===== src/rtl/qsf_pkg.sv =====
package qsf_pkg;

    localparam int STEER_W = 2;
    localparam int STATE_W = 2;
    localparam int N_STATES = 1 << STATE_W;

    typedef enum logic [STATE_W-1:0] {
        ST_A = 2'b00,
        ST_B = 2'b01,
        ST_C = 2'b10,
        ST_D = 2'b11
    } qsf_state_e;

    typedef logic [STEER_W-1:0] qsf_steer_t;

    // Fixed steering table: present state x steering code -> next state
    function automatic qsf_state_e qsf_next(input qsf_state_e cur, input qsf_steer_t sel);
        qsf_state_e nxt;
        nxt = ST_A;
        unique case (cur)
            ST_A: begin
                unique case (sel)
                    2'b00: nxt = ST_A;
                    2'b01: nxt = ST_B;
                    2'b10: nxt = ST_C;
                    default: nxt = ST_D;
                endcase
            end
            ST_B: begin
                unique case (sel)
                    2'b00: nxt = ST_A;
                    2'b01: nxt = ST_D;
                    2'b10: nxt = ST_B;
                    default: nxt = ST_D;
                endcase
            end
            ST_C: begin
                unique case (sel)
                    2'b00: nxt = ST_B;
                    2'b01: nxt = ST_D;
                    2'b10: nxt = ST_C;
                    default: nxt = ST_A;
                endcase
            end
            default: begin
                unique case (sel)
                    2'b00: nxt = ST_B;
                    2'b01: nxt = ST_A;
                    2'b10: nxt = ST_A;
                    default: nxt = ST_D;
                endcase
            end
        endcase
        return nxt;
    endfunction

endpackage


===== src/rtl/qsf_next_logic.sv =====
module qsf_next_logic
    import qsf_pkg::*;
(
    input  qsf_state_e cur,
    input  qsf_steer_t sel,
    output qsf_state_e nxt
);
    always_comb begin
        nxt = qsf_next(cur, sel);
    end
endmodule


===== src/rtl/qsf_state_reg.sv =====
module qsf_state_reg
    import qsf_pkg::*;
#(
    parameter qsf_state_e HOME = ST_A
) (
    input  logic       clk,
    input  logic       rst,
    input  qsf_state_e d,
    output qsf_state_e q
);
    always_ff @(posedge clk) begin
        if (rst) begin
            q <= HOME;
        end else begin
            q <= d;
        end
    end
endmodule


===== src/rtl/qsf_out_decode.sv =====
module qsf_out_decode
    import qsf_pkg::*;
(
    input  qsf_state_e cur,
    output logic       flag
);
    // With A=00, B=01, C=10, D=11 the flag is the inverse of the low state bit
    always_comb begin
        flag = ~cur[0];
    end
endmodule


===== src/rtl/quad_steer_fsm.sv =====
module quad_steer_fsm
    import qsf_pkg::*;
(
    input  logic               clk,
    input  logic               rst,
    input  logic [STEER_W-1:0] steer,
    output logic               mark
);
    qsf_state_e cur_q;
    qsf_state_e nxt_d;

    qsf_next_logic u_next (
        .cur (cur_q),
        .sel (steer),
        .nxt (nxt_d)
    );

    qsf_state_reg #(
        .HOME (ST_A)
    ) u_reg (
        .clk (clk),
        .rst (rst),
        .d   (nxt_d),
        .q   (cur_q)
    );

    qsf_out_decode u_out (
        .cur  (cur_q),
        .flag (mark)
    );
endmodule


===== config.mk =====
export PLATFORM = sky130hd
export DESIGN_NAME = quad_steer_fsm
export DESIGN_NICKNAME = d
export VERILOG_FILES = /design/src/rtl/qsf_pkg.sv /design/src/rtl/qsf_next_logic.sv /design/src/rtl/qsf_state_reg.sv /design/src/rtl/qsf_out_decode.sv /design/src/rtl/quad_steer_fsm.sv
export SDC_FILE = /design/constraint.sdc
export NUM_CORES = 1
export LEC_CHECK = 0
export BUFFER_PORTS_ARGS = -buffer_cell sky130_fd_sc_hd__buf_2
export CAP_MARGIN = 20
export CORE_AREA = 2 2 39 41
export DETAILED_ROUTE_END_ITERATION = 6
export DIE_AREA = 0 0 41 43
export SLEW_MARGIN = 25
export SYNTH_ARGS = -nofsm -noshare
export SYNTH_HDL_FRONTEND = slang
export SYNTH_SLANG_ARGS = --single-unit

===== constraint.sdc =====
create_clock -name clk -period 1.31 [get_ports clk]
set_input_delay 0.131 -clock clk [delete_from_list [all_inputs] [get_ports clk]]
set_output_delay 0.131 -clock clk [all_outputs]
set_load 0.01 [all_outputs]

==> impl_summary.md <==
Status
The flow ran to the end, and the final reports show no timing, DRC or antenna violations.

Routing
The number of iterations in the first detailed-routing pass is 3. Once detail routing completed, the nets flagged for antenna violations numbered 0. For this run, design rule violations remaining after detail routing come to 0. The per-cell via count in the routed design is 3.77. Summing over every cut layer, the via total after detailed routing is 166. Dividing the detail-routed wire length by the instance count gives 7.09 microns.

The initial detailed-routing violation count is 3. For this block, the routed nets add up to 312 microns of wire.

Power and ir drop
The power density normalized to cell area is 1180 nW/um^2. The leakage power total is 0.115 nW. The total power draw is 0.281 mW.

The worst-case IR drop observed on VDD is 160 uV.

Setup path
Of all nets on the critical path, the largest fanout is 7. The type of element capturing the critical path is a flip-flop. The required time at the endpoint of the critical path is 1.40 ns.

The type of element launching the critical path is a flip-flop. The arrival time of data at the critical path endpoint is 1.13 ns. The critical path class is flip-flop to flip-flop.

GRT
For this run, the total global-route usage over all layers was measured as 0.0541. The global route total overflow is 0. The number of antenna violations at the first check in global routing came to 0. The first global-routing pass estimated 607 microns of wire.

Entering global routing, the biggest net connects 8 pins. The number of global-route vias before repair is 169.

Timing
The max-slew violation count is 0. The share of the clock period used by the worst path is 0.793. Setup repair after global routing left no endpoint under its margin. The relative slew slack is 0.806. Final hold analysis gives a worst-case slack of 0.0775 ns. Once routing completed, OpenROAD measured the worst setup slack at 0.271 ns.

At the pin with the least slew margin, the transition time is 0.290 ns. Adding up every negative setup slack in the final design gives 0 ns. The minimum clock period after layout is 1.04 ns. Between clock sinks in the finished design, the worst skew comes to 0.0000205 ns. The number of hold violations in the final report is 0. The final count of negative-setup-slack endpoints is 0. Timing would allow up to 962 MHz.

Clock network
Clock latency on the worst-skew pair, taken at its later pin, is 0.22 ns. The clock-pin slew reported for the worst setup and hold paths after clock tree synthesis is 0.03 ns. The post-CTS resize count is 0. The hold-fix buffer count after cts is 0. The tree built by TritonCTS fans out to 2 sinks. The buffers inserted during post-CTS setup optimization is 0.

The number of clock buffers inserted by TritonCTS is 3. The clock passes through at most 2 buffers. The clock tree from TritonCTS is yes. CTS built an H-tree with a depth of 1. The cell sitting at the root of the clock tree is a clkbuf_4.

Place
Timing analysis after detailed placement gives a worst setup slack of 0.113 ns. The weighted congestion at the end of routability-driven global placement is 0.567. Port buffering added 4 buffers.

The half-perimeter wire length after placement is 250 microns.

Synthesis
The synthesized netlist contains 12 unique library cells. The part of the Yosys area used for sequential elements is 0.229. The synthesized netlist cell count is 21. Of all cell types, the one taking the most synthesized area is ha_1. Summing every instance area after synthesis gives 175 sq um.

Synthesis produced a netlist with a net count of 29. The share of synthesized area in the top cell type comes to 0.286. The post-synthesis register bit count is 2.

The mean post-synth cell area is 8.34 sq um. The total of warnings raised by yosys is 0. Sorting the synthesized cells by area gives the leading types as ha_1 (29%), dfxtp_1 (23%), inv_1 (6.4%), nor2_1 (6.4%), a2111oi_1 (5.7%).

Min path
The worst hold path belongs to the class input pin to flip-flop.

Finish
Counting flops per register, the top entry is u_reg.q. The number of nets in the final layout is 38. Leaving out fill and tap cells, the most frequent cells in the layout are ha_1 (4), buf_2 (4), inv_1 (3), nor2_1 (3), clkbuf_4 (3). The fraction of final layout cells with drive strength greater than 1 is 0.286. The antenna cell count is 0. In the final layout, the registers with the most flip-flops are u_reg.q (2). For this run, the share of the core covered by cells in the final layout is 0.172.

The register with the most flip-flops in the layout has 2 of them. From synthesis to final layout, the design area changed by 35.7%.

Floorplan
The total die area is 1760 sq um. The horizontal die dimension is 41 microns. Measured along the y axis, the die boundary spans 43 microns.

In this run the core area contains 14 standard-cell rows. The initial utilization of the core area, before any placement, comes to 0.127. The count of pins on the block boundary is 5. The core region is 1380 sq um.

Run
The number of max-cap violations is 0.
path summary, 6_finish.rpt:
check | start | endpoint | slack [ns] | cells after the start
hold / removal | rst | u_reg.q[0]$_SDFF_PP0_ | 0.08 | 2
hold reg to reg | u_reg.q[0]$_SDFF_PP0_ | u_reg.q[1]$_SDFF_PP0_ | 0.56 | 2
setup / recovery | u_reg.q[1]$_SDFF_PP0_ | u_reg.q[1]$_SDFF_PP0_ | 0.27 | 3
setup reg to reg | u_reg.q[1]$_SDFF_PP0_ | u_reg.q[1]$_SDFF_PP0_ | 0.27 | 3
critical path, cell delays in order, from the launching register on:
cell and delay [ns]:
dfxtp_1 0.36, or3_1 0.36, a21oi_1 0.13, a2111oi_1 0.06
routing by layer:
metal,track usage,wire (microns),up-vias
met2,0.0781,180,3
met3,0.0314,16,0
li1,-,-,88
met5,0,0,-
met1,0.0446,114,75
met4,0.0600,0,0
where the power goes:
group	leakage (nW)	total [mW]	switching (mW)	internal [mW]
Combinational	0.0847	0.0571	0.0262	0.0308
Clock	0.0138	0.139	0.0381	0.101
Sequential	0.0167	0.0841	0.0138	0.0703
Total	0.115	0.281	0.0781	0.202
cells in the mapped netlist (all sizes together):
cell,instances
inv,3
nand2,1
a211o,1
a22oi,1
nor3,1
or3,1
a21oi,2
ha,4
a2111oi,1
dfxtp,2
nor2,3
mux2i,1
cell families (layout without fill, tap and decap cells):
family                   after synthesis  after routing  synth area share
AO/OA/AOI/OAI                          5              5             0.214
adder cells (fa/ha/maj)                4              4             0.286
flip-flops                             2              2             0.229
AND/OR/NAND/NOR                        6              6             0.150
buffers and inverters                  3             10            0.0643
multiplexers                           1              1            0.0571
final cells by class:
| type | instances | area, sq um |
|---|---|---|
| tap | 16 | 20.0 |
| multi-input combinational | 16 | 124 |
| fill | 159 | 1150 |
| clock buffer | 3 | 22.5 |
| timing repair buffer | 4 | 20.0 |
| inverter | 3 | 11.3 |
| sequential | 2 | 40.0 |
through the flow:
step / std cells / instance area (sq um)
2_1_floorplan: 21 / 175
3_3_place_gp: 41 / 215
3_5_place_dp: 41 / 215
4_1_cts: 44 / 238
5_1_grt: 44 / 238
6_report: 44 / 238
No activity file was read; power rests on OpenSTA's default activity.
